===== config.mk =====
export PLATFORM = sky130hd
export DESIGN_NAME = ctxmap_unit
export DESIGN_NICKNAME = d
export VERILOG_FILES = /design/src/rtl/ctxmap_pkg.sv /design/src/rtl/ctxmap_window_detect.sv /design/src/rtl/ctxmap_relocate.sv /design/src/rtl/ctxmap_out_stage.sv /design/src/rtl/ctxmap_unit.sv
export SDC_FILE = /design/constraint.sdc
export NUM_CORES = 1
export LEC_CHECK = 0
export BUFFER_PORTS_ARGS = -buffer_cell sky130_fd_sc_hd__buf_4
export CORE_UTILIZATION = 46
export CTS_CLUSTER_SIZE = 30
export DETAILED_ROUTE_END_ITERATION = 10
export PLACE_DENSITY_LB_ADDON = 0.25
export SYNTH_ARGS = -nofsm -noshare
export SYNTH_HDL_FRONTEND = slang
export SYNTH_SLANG_ARGS = --single-unit

===== constraint.sdc =====
create_clock -name clk_i -period 2.1 [get_ports clk_i]
set_clock_uncertainty 0.15 [all_clocks]
set_input_delay 0.42 -clock clk_i [delete_from_list [all_inputs] [get_ports clk_i]]
set_output_delay 0.42 -clock clk_i [all_outputs]
set_load 0.01 [all_outputs]

===== src/rtl/ctxmap_pkg.sv =====
package ctxmap_pkg;
  parameter int unsigned ADDR_W    = 16;
  parameter int unsigned WIN_BYTES = 64;
  localparam int unsigned WIN_BITS = $clog2(WIN_BYTES);

  typedef enum logic [1:0] {
    KIND_DIRECT   = 2'd0,
    KIND_INDIRECT = 2'd1,
    KIND_INDEXED  = 2'd2,
    KIND_RSVD     = 2'd3
  } acc_kind_e;

  typedef struct packed {
    logic [ADDR_W-1:0] phys;
    logic              alt;
    logic              is_byte;
    logic              err;
  } xlat_res_t;
endpackage


===== src/rtl/ctxmap_window_detect.sv =====
module ctxmap_window_detect
  import ctxmap_pkg::*;
(
  input  logic [ADDR_W-1:0] addr_i,
  output logic              hit_o
);
  // window is the top WIN_BYTES of the byte space
  assign hit_o = &addr_i[ADDR_W-1:WIN_BITS];

  always_comb begin
    if (addr_i == {ADDR_W{1'b1}})
      AST_TOP_IN_WINDOW: assert (hit_o);
  end
endmodule


===== src/rtl/ctxmap_relocate.sv =====
module ctxmap_relocate
  import ctxmap_pkg::*;
(
  input  logic [ADDR_W-1:0] addr_i,
  input  acc_kind_e         kind_i,
  input  logic              user_mode_i,
  input  logic              is_byte_i,
  input  logic [ADDR_W-1:0] base_i,
  input  logic              hit_i,
  output xlat_res_t         res_o
);
  logic direct;
  logic redirect;

  assign direct   = (kind_i == KIND_DIRECT);
  assign redirect = hit_i && direct && user_mode_i;

  always_comb begin
    res_o.phys    = addr_i;
    res_o.alt     = hit_i && direct && !user_mode_i;
    res_o.is_byte = is_byte_i;
    res_o.err     = redirect && base_i[0];
    // signed window offset added to base; wraps mod 2^ADDR_W
    if (redirect) res_o.phys = base_i + addr_i;
  end

  always_comb begin
    if (!hit_i)
      AST_OUTSIDE_LITERAL: assert (res_o.phys == addr_i && !res_o.alt && !res_o.err);
  end
endmodule


===== src/rtl/ctxmap_out_stage.sv =====
module ctxmap_out_stage #(
  parameter int unsigned W = 8
) (
  input  logic         clk_i,
  input  logic         rst_ni,
  input  logic         in_valid_i,
  output logic         in_ready_o,
  input  logic [W-1:0] in_data_i,
  output logic         out_valid_o,
  input  logic         out_ready_i,
  output logic [W-1:0] out_data_o
);
  assign in_ready_o = out_ready_i;

  always_ff @(posedge clk_i or negedge rst_ni) begin
    if (!rst_ni) begin
      out_valid_o <= 1'b0;
      out_data_o  <= '0;
    end else if (out_ready_i) begin
      out_valid_o <= in_valid_i;
      if (in_valid_i) out_data_o <= in_data_i;
    end
  end

  AST_STALL_HOLD: assert property (@(posedge clk_i) disable iff (!rst_ni)
    !out_ready_i |=> $stable(out_valid_o) && $stable(out_data_o));
  AST_VALID_FOLLOW: assert property (@(posedge clk_i) disable iff (!rst_ni)
    out_ready_i |=> out_valid_o == $past(in_valid_i));
endmodule


===== src/rtl/ctxmap_unit.sv =====
module ctxmap_unit
  import ctxmap_pkg::*;
(
  input  logic              clk_i,
  input  logic              rst_ni,
  input  logic              in_valid_i,
  output logic              in_ready_o,
  input  logic [ADDR_W-1:0] addr_i,
  input  logic [1:0]        kind_i,
  input  logic              user_mode_i,
  input  logic              is_byte_i,
  input  logic [ADDR_W-1:0] base_i,
  output logic              out_valid_o,
  input  logic              out_ready_i,
  output logic [ADDR_W-1:0] phys_addr_o,
  output logic              alt_xlat_o,
  output logic              is_byte_o,
  output logic              base_err_o
);
  localparam int unsigned RES_W = $bits(xlat_res_t);

  logic      hit;
  xlat_res_t res_d, res_q;
  logic [RES_W-1:0] res_q_bits;

  ctxmap_window_detect u_win (
    .addr_i (addr_i),
    .hit_o  (hit)
  );

  ctxmap_relocate u_reloc (
    .addr_i      (addr_i),
    .kind_i      (acc_kind_e'(kind_i)),
    .user_mode_i (user_mode_i),
    .is_byte_i   (is_byte_i),
    .base_i      (base_i),
    .hit_i       (hit),
    .res_o       (res_d)
  );

  ctxmap_out_stage #(.W(RES_W)) u_stage (
    .clk_i       (clk_i),
    .rst_ni      (rst_ni),
    .in_valid_i  (in_valid_i),
    .in_ready_o  (in_ready_o),
    .in_data_i   (res_d),
    .out_valid_o (out_valid_o),
    .out_ready_i (out_ready_i),
    .out_data_o  (res_q_bits)
  );

  assign res_q       = xlat_res_t'(res_q_bits);
  assign phys_addr_o = res_q.phys;
  assign alt_xlat_o  = res_q.alt;
  assign is_byte_o   = res_q.is_byte;
  assign base_err_o  = res_q.err;

  logic fire;
  logic win_in;
  assign fire   = in_valid_i && out_ready_i;
  assign win_in = (addr_i >= 16'hFFC0);

  AST_USER_REDIRECT: assert property (@(posedge clk_i) disable iff (!rst_ni)
    fire && win_in && user_mode_i && kind_i == 2'd0
    |=> phys_addr_o == $past(base_i) + $past(addr_i));
  AST_NONDIRECT_LITERAL: assert property (@(posedge clk_i) disable iff (!rst_ni)
    fire && kind_i != 2'd0 |=> phys_addr_o == $past(addr_i) && !alt_xlat_o);
  AST_IRQ_ALT_SELECT: assert property (@(posedge clk_i) disable iff (!rst_ni)
    fire && win_in && !user_mode_i && kind_i == 2'd0
    |=> alt_xlat_o && phys_addr_o == $past(addr_i));
  AST_SIZE_KEPT: assert property (@(posedge clk_i) disable iff (!rst_ni)
    fire |=> is_byte_o == $past(is_byte_i));
  AST_ERR_ONLY_ODD: assert property (@(posedge clk_i) disable iff (!rst_ni)
    fire |=> base_err_o == ($past(win_in && user_mode_i && kind_i == 2'd0) && $past(base_i[0])));
endmodule


==> results.toml <==
[sta]
setup_viol = 1
hold_viol = 0
drv_slew = 0
rsz0062_at_grt = "true"
layout_min_cycle_time_ns = 2.10
timing.final.ws_setup_ns = -0.00317
slew_headroom = 0.761
period_share = 1.00
max_slew.worst_pin.slew_ns = 0.358
fmax_mhz = 475

[cells_and_area]
stdcell_area_sq_um = 2460
layout.cells.most_common = "buf_4"
final_cell_mix = "buf_4 (91), dfrtp_1 (20), nand2_1 (19), o21ai_0 (18), a21oi_1 (18)"
nets = 327
multi_input_area_sq_um = 1110
antennaDiodeCount = 0
drive_gt1_frac = 0.415
fin_util = 0.786
area_growth_pct = 57.1
nFillCells = 229
seq_area_sq_um = 500

[die]
io_pins = 61
initial_utilization = 0.500
core_area_sq_um = 3130
die-area_sq_um = 3640
die_h_microns = 60.3
die_w_microns = 60.3
rows = 20

[setup_path]
critPathMaxFanout = 4
worstSetupStartpoint = "base_i[0]"
crit_type = "in -> reg"
endpoint_kind = "flop"
arrival_ns = 2.18
cp.required_ns = 2.18
crit_chain = "buf_8, ha_4, fa_2, a21oi_4, o21ai_4, a221oi_4, a32oi_2, xnor2_1, a21oi_1"
r2r-start = "u_stage.out_data_o[1]"
critPathMaxStageDelay_ns = 0.37
cp_slowest_cell = "fa_2"
crit_path_start_kind = "primary input"

[global_route]
grt_pass1_wl_microns = 6580
overflow = 0
track_usage = 0.241
first_global_vias = 1546
antenna_found_initial = 0
grt_max_degree = 21

[pwr]
swShare = 0.307
comb_power_share = 0.421
ir_worst_vdd_mv = 0.371
p_clk_frac = 0.235
p_int_w = 0.000922
power.leakage_nw = 1.20
pwr-share-seq = 0.344
switchingPower_w = 0.000409
p_per_area_nw_per_um2 = 541

[run_status]
run_status = "complete, but fails checks"
failed_checks = "setup timing"

[worst_hold_path]
hp-class = "in -> reg"
hp-start = "is_byte_i"

[yosys]
synth_warnings = 0
syn-cell-area_sq_um = 1570
seq_area_frac_synth = 0.320
synth_cells = 179
synth_cell_type_count = 39
syn_avg_cell_area_sq_um = 8.74
ys_ff_latch = 20
syn_nets = 235

[detailed_routing]
ant_nets = 0
wire_per_inst_microns = 14.1
via_count = 1720
first_iter_violations = 85
firstDrtPassIters = 4
drc = 0
viasPerCell = 5.48
routed_wl_microns = 4420

[clock_network]
clk_transition_reported_paths_ns = 0.12
clockRootBuffer = "clkbuf_4"
cts_made_buffers = 3
clock_path_buffers = 2
cts.sinks = 20
worstSkewPairLatency_ns = 0.29
htree_levels = 1
cts_tree = "done"

[run]
max_cap_violations = 0

[placement]
io_buffer_count = 60
hpwl_microns = 3470
dpl-instance-area_sq_um = 2320
gp_congestion = 0.903
[critical path: cells and delay by family]
| family | cells | cell delay (ns) |
|---|---|---|
| AO/OA/AOI/OAI | 5 | 1.00 |
| adder cells (fa/ha/maj) | 2 | 0.52 |
| XOR/XNOR | 1 | 0.15 |
| buffers and inverters | 1 | 0.10 |
[Yosys cell counts]
cell type / number / area [sq um]
a21oi_1: 21 / 105
dfrtp_1: 20 / 500
nand2_1: 20 / 75.1
o21ai_0: 20 / 100
ha_1: 15 / 188
mux2i_1: 12 / 120
xnor2_1: 11 / 96.3
nor2_1: 10 / 37.5
inv_1: 6 / 22.5
nand3_1: 5 / 25.0
nand4_1: 5 / 31.3
clkbuf_1: 4 / 15.0
nand4b_1: 2 / 17.5
nor3_1: 2 / 10.0
o21a_1: 2 / 15.0
a211o_1: 1 / 8.76
a211oi_1: 1 / 7.51
a21boi_0: 1 / 7.51
a21o_1: 1 / 7.51
a221oi_1: 1 / 8.76
a22o_1: 1 / 8.76
a311oi_1: 1 / 8.76
a32oi_1: 1 / 8.76
buf_1: 1 / 3.75
buf_2: 1 / 5.00
buf_4: 1 / 7.51
fa_1: 1 / 20.0
mux2_2: 1 / 11.3
nand2_2: 1 / 6.26
nor2_2: 1 / 6.26
o21ba_1: 1 / 10.0
o21bai_1: 1 / 7.51
o22ai_1: 1 / 6.26
o311ai_0: 1 / 8.76
o311ai_2: 1 / 16.3
o31ai_1: 1 / 7.51
o32ai_1: 1 / 8.76
or3_1: 1 / 6.26
xor2_1: 1 / 8.76
[kinds of logic after synthesis]
family	after synthesis	synth area share
and+or+nand+nor	47	0.137
adders and majority gates	16	0.133
DFF	20	0.320
buffers and inverters	13	0.0344
AOI/OAI and AO/OA	58	0.225
xor gates and xnor gates	12	0.0671
muxes	13	0.0839
[sequential cells by signal, indices dropped and copies added (netlist names)]
register             cells
u_stage.out_data_o      19
u_stage.out_valid_o      1
[power by group through the flow]
stage	Sequential [W]	Combinational (W)	Clock, W
after global routing	0.000463	0.000611	0.000331
final	0.000458	0.000561	0.000313
after floorplan	0.000484	0.000241	0
after detailed placement	0.000464	0.000525	0
after CTS	0.000457	0.000534	0.000313
after global placement	0.000463	0.000514	0
[layer usage]
layer,share of wire,up-vias,global-route usage
met5,0,-,0
met4,0.012,0,0.0631
met3,0.052,6,0.0320
met2,0.50,63,0.421
met1,0.43,808,0.315
li1,-,843,-
[metrics by stage]
step | hold WS (ns) | TNS [ns] | instances | power [W] | worst slack [ns]
3_5_place_dp | 0.159 | -2.05 | 308 | 0.000990 | -0.358
4_1_cts | 0.197 | 0 | 313 | 0.00130 | 0.0263
3_3_place_gp | 0.161 | -1.51 | 308 | 0.000978 | -0.267
2_1_floorplan | -0.0256 | -0.0225 | 179 | 0.000726 | -0.0225
6_report | 0.193 | -0.00317 | 314 | 0.00133 | -0.00317
5_1_grt | 0.175 | -0.0627 | 314 | 0.00140 | -0.0380
[repair_timing]
action	in CTS	in global routing
endpoints found under the setup margin	2	5
endpoints found under the hold margin	20	0
pin swaps	1	8
gates resized for setup	1	11
buffers inserted	0	1
hold buffers	1	0
[path summary, 6_finish.rpt]
check / slack, ns / depth (start not counted) / to
max: -0.003 / 9 / u_stage.out_data_o[15]
min: 0.19 / 2 / u_stage.out_data_o[1]
max reg2reg: 1.20 / 1 / u_stage.out_data_o[1]
min reg2reg: 0.34 / 2 / u_stage.out_data_o[5]
max in group asynchronous: 1.22 / 2 / u_stage.out_data_o[11]
min in group asynchronous: 0.37 / 2 / u_stage.out_data_o[13]
[layout make-up]
type / instances / area share
multi-input combinational: 146 / 0.451
timing repair buffer: 94 / 0.293
sequential: 20 / 0.204
tap: 44 / 0.0224
clock inverter: 1 / 0.0122
clock buffer: 3 / 0.00916
inverter: 6 / 0.00916
Power figures use the tool's default switching activity.
